## src/rtl/cmd_deser_pkg.sv

```systemverilog
package cmd_deser_pkg;
  localparam int FLIT_W  = 40;
  localparam int EOP_BIT = FLIT_W - 1;
  localparam int ADDR_W  = 40;
  localparam int WADDR_W = ADDR_W - 2;
  localparam int DATA_W  = 32;
  localparam int BE_W    = DATA_W / 8;
  localparam int COORD_W = 5;
  localparam int LID_W   = 4;
  localparam int SRCID_W = 2 * COORD_W + LID_W;
  localparam int BOX_W   = 4 * COORD_W;
  localparam int LINE_W  = 34;

  localparam logic [1:0] VCMD_WRITE = 2'b10;

  typedef enum logic [1:0] {PS_HEAD0, PS_HEAD1, PS_DATA} parse_state_t;

  typedef struct packed {
    logic [SRCID_W-1:0] srcid;
    logic [1:0]         cmd;
    logic [1:0]         cst;
    logic [7:0]         plen;
    logic [3:0]         trdid;
    logic [3:0]         pktid;
  } hdr_t;

  typedef struct packed {
    logic [ADDR_W-1:0] address;
    logic [DATA_W-1:0] wdata;
    logic [BE_W-1:0]   be;
    hdr_t              hdr;
    logic              eop;
    logic              bcast;
  } vci_word_t;

  function automatic hdr_t unpack_hdr(input logic [FLIT_W-1:0] f);
    hdr_t h;
    h.srcid = f[38:25];
    h.cmd   = f[24:23];
    h.cst   = f[22:21];
    h.plen  = f[20:13];
    h.trdid = f[12:9];
    h.pktid = f[8:5];
    return h;
  endfunction
endpackage

```

## src/rtl/cmd_flit_parser.sv

```systemverilog
module cmd_flit_parser
  import cmd_deser_pkg::*;
#(
  parameter logic [7:0] BCAST_PLEN = 8'd4
) (
  input  logic                clk,
  input  logic                rst_n,
  input  logic                fire,
  input  logic [FLIT_W-1:0]   flit,
  output parse_state_t        state,
  output logic                bc_q,
  output logic [ADDR_W-1:0]   addr_q,
  output hdr_t                hdr_q,
  output logic [BOX_W-1:0]    box_q,
  output logic                err_q
);
  always_ff @(posedge clk) begin
    if (!rst_n) begin
      state  <= PS_HEAD0;
      bc_q   <= 1'b0;
      addr_q <= '0;
      hdr_q  <= '0;
      box_q  <= '0;
      err_q  <= 1'b0;
    end else if (fire) begin
      unique case (state)
        PS_HEAD0: begin
          if (flit[EOP_BIT]) begin
            err_q <= 1'b1;
          end else begin
            bc_q  <= flit[0];
            state <= PS_HEAD1;
            if (flit[0]) begin
              hdr_q.srcid <= {flit[38:29], {LID_W{1'b0}}};
              hdr_q.cmd   <= VCMD_WRITE;
              hdr_q.cst   <= 2'b00;
              hdr_q.plen  <= BCAST_PLEN;
              hdr_q.trdid <= flit[28:25];
              hdr_q.pktid <= flit[24:21];
              box_q       <= flit[BOX_W:1];
            end else begin
              addr_q <= {flit[WADDR_W:1], 2'b00};
            end
          end
        end
        PS_HEAD1: begin
          if (bc_q) begin
            if (!flit[EOP_BIT]) err_q <= 1'b1;
            state <= PS_HEAD0;
          end else begin
            hdr_q <= unpack_hdr(flit);
            state <= flit[EOP_BIT] ? PS_HEAD0 : PS_DATA;
          end
        end
        PS_DATA: begin
          if (flit[EOP_BIT]) state <= PS_HEAD0;
        end
        default: state <= PS_HEAD0;
      endcase
    end
  end
endmodule

```

## src/rtl/cmd_word_builder.sv

```systemverilog
module cmd_word_builder
  import cmd_deser_pkg::*;
(
  input  parse_state_t       state,
  input  logic               flit_valid,
  input  logic [FLIT_W-1:0]  flit,
  input  logic               bc_q,
  input  logic [ADDR_W-1:0]  addr_q,
  input  hdr_t               hdr_q,
  input  logic [BOX_W-1:0]   box_q,
  output logic               word_val,
  output vci_word_t          word
);
  localparam int PAD_W = ADDR_W - 2 - BOX_W - (LINE_W - DATA_W);

  always_comb begin
    word     = '0;
    word_val = 1'b0;
    unique case (state)
      PS_HEAD1: begin
        if (flit[EOP_BIT]) begin
          word_val = flit_valid;
          word.eop = 1'b1;
          word.be  = {BE_W{1'b1}};
          if (bc_q) begin
            word.bcast   = 1'b1;
            word.hdr     = hdr_q;
            word.wdata   = flit[DATA_W-1:0];
            word.address = {{PAD_W{1'b0}}, flit[LINE_W-1:DATA_W], box_q, 2'b11};
          end else begin
            word.hdr     = unpack_hdr(flit);
            word.address = addr_q;
          end
        end
      end
      PS_DATA: begin
        word_val     = flit_valid;
        word.eop     = flit[EOP_BIT];
        word.be      = flit[DATA_W+BE_W-1:DATA_W];
        word.wdata   = flit[DATA_W-1:0];
        word.hdr     = hdr_q;
        word.address = addr_q;
      end
      default: ;
    endcase
  end
endmodule

```

## src/rtl/cmd_flit_deser.sv

```systemverilog
module cmd_flit_deser
  import cmd_deser_pkg::*;
#(
  parameter logic [7:0] BCAST_PLEN = 8'd4
) (
  input  logic         clk,
  input  logic         rst_n,
  input  logic         flit_valid,
  output logic         flit_ready,
  input  logic [39:0]  flit_data,
  output logic         cmd_val,
  input  logic         cmd_ack,
  output logic [39:0]  cmd_address,
  output logic [1:0]   cmd_cmd,
  output logic [31:0]  cmd_wdata,
  output logic [3:0]   cmd_be,
  output logic [13:0]  cmd_srcid,
  output logic [1:0]   cmd_cst,
  output logic [7:0]   cmd_plen,
  output logic [3:0]   cmd_trdid,
  output logic [3:0]   cmd_pktid,
  output logic         cmd_eop,
  output logic         cmd_bcast,
  output logic         err_flag
);
  parse_state_t      state;
  logic              bc_q;
  logic [ADDR_W-1:0] addr_q;
  hdr_t              hdr_q;
  logic [BOX_W-1:0]  box_q;
  logic              word_val;
  vci_word_t         word;
  logic              fire;

  assign flit_ready = !word_val || cmd_ack;
  assign fire       = flit_valid && flit_ready;

  cmd_flit_parser #(.BCAST_PLEN(BCAST_PLEN)) u_parser (
    .clk(clk), .rst_n(rst_n), .fire(fire), .flit(flit_data),
    .state(state), .bc_q(bc_q), .addr_q(addr_q), .hdr_q(hdr_q),
    .box_q(box_q), .err_q(err_flag)
  );

  cmd_word_builder u_builder (
    .state(state), .flit_valid(flit_valid), .flit(flit_data),
    .bc_q(bc_q), .addr_q(addr_q), .hdr_q(hdr_q), .box_q(box_q),
    .word_val(word_val), .word(word)
  );

  assign cmd_val     = word_val;
  assign cmd_address = word.address;
  assign cmd_cmd     = word.hdr.cmd;
  assign cmd_wdata   = word.wdata;
  assign cmd_be      = word.be;
  assign cmd_srcid   = word.hdr.srcid;
  assign cmd_cst     = word.hdr.cst;
  assign cmd_plen    = word.hdr.plen;
  assign cmd_trdid   = word.hdr.trdid;
  assign cmd_pktid   = word.hdr.pktid;
  assign cmd_eop     = word.eop;
  assign cmd_bcast   = word.bcast;
endmodule

```

## config.mk

```make
export PLATFORM = sky130hd
export DESIGN_NAME = cmd_flit_deser
export DESIGN_NICKNAME = d
export VERILOG_FILES = /design/src/rtl/cmd_deser_pkg.sv /design/src/rtl/cmd_flit_parser.sv /design/src/rtl/cmd_word_builder.sv /design/src/rtl/cmd_flit_deser.sv
export SDC_FILE = /design/constraint.sdc
export NUM_CORES = 1
export LEC_CHECK = 0
export ABC_CLOCK_PERIOD_IN_PS = 2850
export CORE_MARGIN = 8
export CORE_UTILIZATION = 48
export DETAILED_ROUTE_END_ITERATION = 6
export PLACE_DENSITY_LB_ADDON = 0.25
export SLEW_MARGIN = 40
export SYNTH_ARGS = -nofsm -noshare
export SYNTH_HDL_FRONTEND = slang
export SYNTH_SLANG_ARGS = --single-unit
```

## constraint.sdc

```tcl
create_clock -name clk -period 2.85 [get_ports clk]
set_clock_uncertainty 0.1 [all_clocks]
set_input_delay 0.57 -clock clk [delete_from_list [all_inputs] [get_ports clk]]
set_output_delay 0.57 -clock clk [all_outputs]
set_load 0.02 [all_outputs]
```

# Word level (Yosys, flattened, before mapping)
# Cells that the tools add are included.
[classes] reduce_logical=11 n_mux=21 bitwise=2 eq_ne=8
[op_table] op="$pmux 111 s2" count=1
[op_table] op="$mux 112" count=1
[op_table] op="$mux 34" count=3
[op_table] op="$pmux 34 s2" count=1
[op_table] op="$mux 40" count=1
[op_table] op="$mux 32" count=1
[op_table] op="$ne 2x2->1 const B" count=6
[op_table] op="$reduce_and 4->1" count=3
[op_table] op="$mux 2" count=4
[op_table] op="$mux 1" count=6
[op_table] op="$pmux 2 s3" count=1
[op_table] op="$reduce_and 3->1" count=2
[op_table] op="$reduce_and 5->1" count=1
[op_table] op="$pmux 1 s2" count=2
[op_table] op="$eq 2x1->1 const B" count=1
[op_table] op="$eq 2x2->1 const B" count=1
[op_table] op="$logic_not 2->1" count=1
[op_table] op="$not 1->1" count=2
[op_table] op="$reduce_bool 2->1" count=1
[op_table] op="$logic_and 1x1->1" count=1
[op_table] op="$logic_not 1->1" count=1
[op_table] op="$logic_or 1x1->1" count=1
[word_totals] register_bits=96 out_inout_bits=115

# Logic depth before layout (Yosys ltp)
# Gate-level depths: netlist of run 1.
[depth] ltp_word=6 mapped_depth=8 mapped_depth_nobuf=6

# By module
# Synthesis of run 1 repeated with hierarchy kept, for this count alone.
[hier_totals] cells_unflattened=554 area_unflattened_um2=4574.4
[modules_own_cells] module="cmd_flit_parser" cells_per_inst=400 n_inst=1 area_per_inst_um2=3427.0
[modules_own_cells] module="cmd_word_builder" cells_per_inst=152 n_inst=1 area_per_inst_um2=1124.8
[modules_own_cells] module="cmd_flit_deser" cells_per_inst=2 n_inst=1 area_per_inst_um2=22.5

# Worst setup path after synthesis of run 1
# No wires, ideal clock.
[synth_path] kind="reg2out" from="register u_parser.state[1]" to="output port cmd_pktid[0]" t_arrival_ns=1.784 path_slack_ns=0.396 n_path_buf=2 stages_incl_launch_ff=9 path_cell_list="dfxtp_1 inv_1 ha_1 and3_1 or2_1 clkbuf_1 buf_2 a22oi_1 nor2b_1"
[synth_between] elab_chain_cells=2 word_cells_on_any_way=3
[synth_lines] item="start: declaration" line_no="cmd_flit_parser.sv:10" rtl="output parse_state_t state,"
[synth_lines] item="start signal: assignment" line_no="cmd_flit_parser.sv:52" rtl="state <= flit[EOP_BIT] ? PS_HEAD0 : PS_DATA;"
[synth_lines] item="$eq 2x2->1 / $eq 2x1->1 (equally long branches)" line_no="cmd_word_builder.sv:19" rtl="unique case (state)"
[synth_lines] item="$pmux 111 s2 (*)" line_no="cmd_word_builder.sv:19"
[synth_lines] item="end: declaration" line_no="cmd_flit_deser.sv:21" rtl="output logic [3:0] cmd_pktid,"
# Mark *: on every way between the ends. The rest lies on a longest branch, timed or not.

# Final worst setup path of run 1
[layout_path] from="register u_parser.state[1]" to="output port cmd_address[2]"
[layout_between] elab_chain_cells=2 word_cells_on_any_way=3
[layout_lines] item="$eq 2x2->1 / $eq 2x1->1 (equally long branches)" line_no="cmd_word_builder.sv:19"
[layout_lines] item="$pmux 111 s2 (*)" line_no="cmd_word_builder.sv:19"
[layout_lines] item="end: declaration" line_no="cmd_flit_deser.sv:13" rtl="output logic [39:0] cmd_address,"
# Marked as above.

==> impl_metrics.yaml, run 1 <==
worst_setup_path:
  worstPathMaxFanout: 22
  critical_path.slowest_cell: "sky130_fd_sc_hd__dfxtp_2"
  reg2reg_from: "u_parser.state[0]"
  timing.critical_path.arrival_ps: 2100
  cp-endpoint: "cmd_address[2]"
  startpoint: "u_parser.state[1]"
  critical_path.startpoint_type: "register"
  critical_path.cell_chain: "inv_1, ha_2, buf_6, nand2_1, nor2_4, buf_12, a22o_1, clkdlybuf4s15_1"
  crit_path_cell_count: 8
  worst_path_dominant_cell_family: "buffers and inverters"
  r2r_slack_ps: 510
  critical_path.endpoint_type: "primary output"
  cp_slowest_stage_delay_ps: 330
  worst-path-buf-inv: 4
  cp_data_required_time_ps: 2180
  worstRegToRegCells: 9
  critical_path_type: "reg2out"
  worstReg2RegEnd: "u_parser.box_q[10]"
clocking:
  cts_setup_buffers: 0
  clock_insertion_delay_worst_skew_ps: 340
  clock_tree.root_cell: "sky130_fd_sc_hd__clkbuf_16"
  cts_buffer_depth: 2
  holdBufCountCts: 0
  clock-sinks: 96
  clk_pin_slew_ps: 70
  cts_buffers: 9
  htreeDepth: 3
  tritoncts: "yes"
detailed_routing:
  route.detailed.drc: 0
  route.detailed.vias_per_inst: 5.56
  drt_initial_violations: 365
  routed_wl_per_cell_um: 18.6
  final_antenna_net_count: 0
  tritonroute_pass_1_iters: 5
  vias: 5281
  drt_wl_total_um: 17700
floorplan:
  area_of_the_die_um2: 15000
  die_height_um: 122
  core_area_um2: 11200
  effective_utilization_at_floorplan_pct: 48.4
  placement_rows: 39
  num_io_pins: 159
  chipWidth_um: 122
global_routing:
  grt_util_all_layers_pct: 23.2
  grt_pass1_vias: 5292
  globalRoute.totalOverflow: 0
  grt_max_degree: 65
  antenna_found_initial: 0
  global_route_wire_length_before_repair_um: 27600
place:
  dp_hpwl_um: 12500
  port_buffers: 158
  placedCellCount: 933
  dpl_cell_area_um2: 7280
  gpl.final_weighted_congestion: 0.890
  dp_slack_ps: -395
synth:
  synth_top_cell_area_share_pct: 35.4
  yosysWarningCount: 0
  async_flop_share_pct: 0
  synthFlopType: "sky130_fd_sc_hd__dfxtp_1"
  synth_fp_nets: 691
  synth-seq-area-share_pct: 35.4
  synth-edff-count: 0
  yosys.cell_types.count: 44
  synth.largest_area_cell: "sky130_fd_sc_hd__dfxtp_1"
  synth_area_leaders: "sky130_fd_sc_hd__dfxtp_1 (35%), sky130_fd_sc_hd__nand2_1 (9.5%), sky130_fd_sc_hd__mux2i_1 (7.4%)"
  syn_avg_cell_area_um2: 8.43
  syn_area_um2: 5430
  synth.ff_latch_count: 96
  postSynthCellCount: 644
timing:
  timing.final.setup_violations: 0
  rsz0062_at_grt: "no"
  total_count_of_max_transition_violations_in_the_final_report: 0
  final.period_utilization_pct: 97.2
  finalHoldViolCount: 0
  slew_headroom_pct: 71.8
  final.setup.worst_slack_ps: 80.1
  period_minus_slack_ps: 2770
  achievable-frequency_mhz: 361
  tightestPinTransition_ps: 422
hold_path:
  min-delay-path-class: "reg2reg"
  whs_path_depth: 2
cells_and_area:
  post_layout_nonfiller_instances: 950
  filler_cell_count: 968
  antenna-diode-count: 0
  final_design_area_no_fill_um2: 7410
  design.final.nets: 849
  syn_to_final_growth_pct: 36.5
  final_layout_size_suffix_gt1_share_pct: 17.8
power_and_ir_drop:
  leakagePower_uw: 0.00321
  maximum_vdd_drop_mv: 0.231
  power_density_nw_per_um2: 428
run_status:
  run_status: "finished, final reports clean"
job:
  drv.max_cap_violation_count: 0
[worst min-delay path by stage]
stage | start | to | slack, ps
2_1_floorplan | u_parser.addr_q[24] | u_parser.addr_q[24] | 330
3_3_place_gp | u_parser.addr_q[35] | u_parser.addr_q[35] | 340
3_5_place_dp | u_parser.addr_q[32] | u_parser.addr_q[32] | 340
4_1_cts | u_parser.addr_q[32] | u_parser.addr_q[32] | 350
5_1_grt | u_parser.addr_q[24] | u_parser.addr_q[24] | 370
6_report | u_parser.addr_q[27] | u_parser.addr_q[27] | 350
[area by class of cell]
type                    count  area [um2]  area share, %
clock buffers              10         239           3.23
clock inverters             6        65.1          0.878
inverters                   4        15.0          0.203
multi-input cells         481        3140           42.4
flip-flops and latches     96        1920           26.0
well taps                 143         179           2.42
repair buffers            210        1850           24.9
[cell usage after synthesis (3+ instances only)]
library cell,instances
sky130_fd_sc_hd__clkbuf_1,24
sky130_fd_sc_hd__buf_2,16
sky130_fd_sc_hd__mux2i_1,40
sky130_fd_sc_hd__buf_4,7
sky130_fd_sc_hd__buf_1,4
sky130_fd_sc_hd__and2_1,18
sky130_fd_sc_hd__buf_6,12
sky130_fd_sc_hd__nor2b_1,53
sky130_fd_sc_hd__inv_1,4
sky130_fd_sc_hd__mux2_2,14
sky130_fd_sc_hd__and3_1,34
sky130_fd_sc_hd__nand2_1,137
sky130_fd_sc_hd__nand3_1,17
sky130_fd_sc_hd__a22oi_1,32
sky130_fd_sc_hd__ha_1,3
sky130_fd_sc_hd__o211ai_1,8
sky130_fd_sc_hd__a21boi_1,40
sky130_fd_sc_hd__a21oi_1,4
sky130_fd_sc_hd__dfxtp_1,96
sky130_fd_sc_hd__a22o_1,22
sky130_fd_sc_hd__o21ai_0,3
sky130_fd_sc_hd__a21boi_0,25
sky130_fd_sc_hd__nor2_1,6
[registers in the layout (all words and copies together), names as in the netlist]
register	count
u_parser.err_q	1
u_parser.addr_q	38
u_parser.bc_q	1
u_parser.state	2
u_parser.box_q	20
u_parser.hdr_q	34
[kinds of logic (layout without fill, tap and decap cells)]
logic type	count (synthesis)	after routing	synth area share, %
and+or+nand+nor	277	277	25.5
AOI/OAI and AO/OA	147	147	21.0
DFF	96	96	35.4
buffers and inverters	67	230	7.15
muxes	54	54	10.3
adders and majority gates	3	3	0.692
[metrics by stage]
| step | hold WS, ps | utilization (%) | total power, uW | TNS (ps) |
|---|---|---|---|---|
| 2_1_floorplan | 330 | - | 1740 | 0 |
| 3_3_place_gp | 337 | 64.9 | 1940 | -26040 |
| 3_5_place_dp | 341 | 64.9 | 1960 | -29490 |
| 4_1_cts | 351 | 67.5 | 3190 | 0 |
| 5_1_grt | 374 | 66.0 | 3280 | 0 |
| 6_report | 348 | 66.0 | 3170 | 0 |
[per-layer routing]
layer	GRT usage [%]	vias up	part of all wire (%)
li1	-	2540	-
met1	28.7	2536	43
met2	39.6	182	49
met3	3.96	23	6.1
met4	8.99	0	1.8
met5	0	-	0
[where the power goes]
group          leakage (uW)  switching, uW  internal (uW)
Combinational       0.00228            279            240
Clock              0.000149            529            708
Sequential         0.000779           28.2           1390
[worst min-delay path, cell delays in order (launching register included)]
cell	delay (ps)
sky130_fd_sc_hd__dfxtp_1	310
sky130_fd_sc_hd__nand2_1	50
sky130_fd_sc_hd__a21boi_1	50
[timing repair]
action                                  CTS  global route
endpoints found under the setup margin  112            76
resized for setup                       188            50
cloned                                    1             0
[placed cells by master, fill, tap and decap left out, types with 2 or more instances in the layout]
cell type and instances:
sky130_fd_sc_hd__dlygate4sd2_1 49, sky130_fd_sc_hd__a21oi_1 4, sky130_fd_sc_hd__inv_1 4, sky130_fd_sc_hd__ha_2 3
sky130_fd_sc_hd__clkdlybuf4s15_1 16, sky130_fd_sc_hd__buf_6 2, sky130_fd_sc_hd__clkdlybuf4s15_2 10, sky130_fd_sc_hd__nand3_1 17
sky130_fd_sc_hd__dfxtp_1 95, sky130_fd_sc_hd__clkdlybuf4s50_1 43, sky130_fd_sc_hd__inv_6 2, sky130_fd_sc_hd__clkinv_2 2
sky130_fd_sc_hd__nor2_1 5, sky130_fd_sc_hd__buf_2 4, sky130_fd_sc_hd__and3b_1 2, sky130_fd_sc_hd__clkbuf_16 9
sky130_fd_sc_hd__mux2i_1 40, sky130_fd_sc_hd__a22oi_1 32, sky130_fd_sc_hd__o211a_1 2, sky130_fd_sc_hd__a21o_1 2
sky130_fd_sc_hd__and3_1 34, sky130_fd_sc_hd__nand2_1 137, sky130_fd_sc_hd__a21boi_0 25, sky130_fd_sc_hd__and2_1 18
sky130_fd_sc_hd__clkbuf_2 35, sky130_fd_sc_hd__o211ai_1 8, sky130_fd_sc_hd__a22o_1 22, sky130_fd_sc_hd__o21ai_0 3
sky130_fd_sc_hd__a211o_1 2, sky130_fd_sc_hd__buf_4 42, sky130_fd_sc_hd__mux2_2 14, sky130_fd_sc_hd__a21boi_1 40
sky130_fd_sc_hd__buf_12 6, sky130_fd_sc_hd__nor2b_1 53
Note: power is estimated with default switching activity, not from simulation.
==> run 2: changes to the inputs <==
Settings changed: SKIP_LAST_GASP set to 1.
==> run 2 against run 1 <==
  * Final area about the same
  * First-iteration DRC count did not move
  * Flip-flop and latch count unchanged
  * Register-to-register slack about the same
  * Count of clock-buffer cells in the layout stayed put
  * Global-route usage unchanged
  * Utilization is essentially flat
==> impl_metrics.yaml, run 2 (synthesis gave the netlist of run 1 again) <==
run_status:
  run_status: "finished, final reports clean"
clocking:
  cts_setup_buffers: 0
  htreeDepth: 3
  clock_tree.root_cell: "sky130_fd_sc_hd__clkbuf_16"
  clk_pin_slew_ps: 70
  clock_insertion_delay_worst_skew_ps: 340
  tritoncts: "yes"
  holdBufCountCts: 0
  cts_buffers: 9
  cts_buffer_depth: 2
  clock-sinks: 96
floorplan:
  die_height_um: 122
  effective_utilization_at_floorplan_pct: 48.4
  placement_rows: 39
  chipWidth_um: 122
  core_area_um2: 11200
  area_of_the_die_um2: 15000
  num_io_pins: 159
cells_and_area:
  ff_latch_area_um2: 1920
  multi_input_comb_area_um2: 3140
  biggestRegsByFlops: "u_parser.addr_q: 38 flops, u_parser.hdr_q: 34 flops, u_parser.box_q: 20 flops"
  layout.cells.most_common: "sky130_fd_sc_hd__nand2_1"
  layout.cells.most_common_list: "sky130_fd_sc_hd__nand2_1 (137), sky130_fd_sc_hd__dfxtp_1 (95), sky130_fd_sc_hd__nor2b_1 (53), sky130_fd_sc_hd__dlygate4sd2_1 (49), sky130_fd_sc_hd__clkdlybuf4s50_1 (43)"
  design.final.nets: 849
  layout.core_utilization_pct: 66.1
  filler_cell_count: 967
  largest-register: "u_parser.addr_q"
  final_layout_size_suffix_gt1_share_pct: 17.7
  syn_to_final_growth_pct: 36.6
  antenna-diode-count: 0
  largest_register_ff_count: 38
  post_layout_nonfiller_instances: 950
timing:
  total_count_of_max_transition_violations_in_the_final_report: 0
  finalHoldViolCount: 0
  achievable-frequency_mhz: 361
  setup_total_negative_slack_ps: 0
  final.period_utilization_pct: 97.1
  period_minus_slack_ps: 2770
  final.setup.worst_slack_ps: 81.7
  timing.final.setup_violations: 0
  tightestPinTransition_ps: 423
  slew_headroom_pct: 71.8
  rsz0062_at_grt: "yes"
detailed_routing:
  drt_initial_violations: 365
  vias: 5279
  drt_wl_total_um: 17700
  final_antenna_net_count: 0
  routed_wl_per_cell_um: 18.6
  route.detailed.vias_per_inst: 5.56
  route.detailed.drc: 0
  tritonroute_pass_1_iters: 5
global_routing:
  global_route_wire_length_before_repair_um: 27600
  antenna_found_initial: 0
  grt_max_degree: 65
  grt_util_all_layers_pct: 23.2
  globalRoute.totalOverflow: 0
  grt_pass1_vias: 5292
job:
  drv.max_cap_violation_count: 0
power_and_ir_drop:
  maximum_vdd_drop_mv: 0.230
  power_density_nw_per_um2: 428
  leakagePower_uw: 0.00321
worst_setup_path:
  cp_data_required_time_ps: 2180
  critical_path_type: "reg2out"
  critical_path.endpoint_type: "primary output"
  worstRegToRegCells: 9
  timing.critical_path.arrival_ps: 2100
  critical_path.startpoint_type: "register"
  worstPathMaxFanout: 22
hold_path:
  min-delay-path-class: "reg2reg"
  whs_path_depth: 2
place:
  dp_slack_ps: -395
  port_buffers: 158
  dp_hpwl_um: 12500
  placedCellCount: 933
  gpl.final_weighted_congestion: 0.890
==> run 2: final cells by class <==
class / count / area share, %
Clock buffer: 10 / 3.22
Clock inverter: 6 / 0.878
Inverter: 4 / 0.203
Multi-Input combinational cell: 481 / 42.4
Sequential cell: 96 / 25.9
Tap cell: 143 / 2.41
Timing Repair Buffer: 210 / 25.0
==> run 2: critical path, stage by stage, from the launching register on <==
cell                              delay, ps
sky130_fd_sc_hd__dfxtp_2                330
sky130_fd_sc_hd__inv_1                   80
sky130_fd_sc_hd__ha_2                   220
sky130_fd_sc_hd__buf_6                  170
sky130_fd_sc_hd__nand2_1                120
sky130_fd_sc_hd__nor2_4                 180
sky130_fd_sc_hd__buf_12                 180
sky130_fd_sc_hd__a22o_1                 160
sky130_fd_sc_hd__clkdlybuf4s15_1        300
==> run 2: repair_timing <==
| item | CTS | global route |
|---|---|---|
| setup endpoints to repair | 112 | 76 |
| resized for setup | 188 | 49 |
| gates cloned | 1 | 0 |
| pin swaps | 0 | 0 |
==> run 2: metrics by stage <==
step                      hold WS (ps)  total power [uW]  instance area [um2]
after floorplan                    330              1740                 5430
after global placement             337              1940                 7280
after detailed placement           341              1960                 7280
after CTS                          351              3190                 7570
after global routing               374              3280                 7410
final                              348              3170                 7410
==> run 2: final timing paths <==
| path | from | end | slack [ps] |
|---|---|---|---|
| setup / recovery | u_parser.state[1] | cmd_address[2] | 80 |
| hold / removal | u_parser.addr_q[27] | u_parser.addr_q[27] | 350 |
| setup reg to reg | u_parser.state[0] | u_parser.box_q[10] | 510 |
| hold reg to reg | u_parser.addr_q[27] | u_parser.addr_q[27] | 350 |
==> run 2: layer usage <==
metal | vias to the layer above | global-route usage (%) | wire [um]
li1 | 2540 | - | -
met1 | 2531 | 28.7 | 7560
met2 | 185 | 39.6 | 8700
met3 | 23 | 3.96 | 1080
met4 | 0 | 8.99 | 317
met5 | - | 0 | 0
==> run 2: power by group <==
| group | internal (uW) | switching, uW | total [uW] |
|---|---|---|---|
| Clock | 708 | 527 | 1230 |
| Sequential | 1390 | 28.2 | 1420 |
| Combinational | 240 | 279 | 518 |
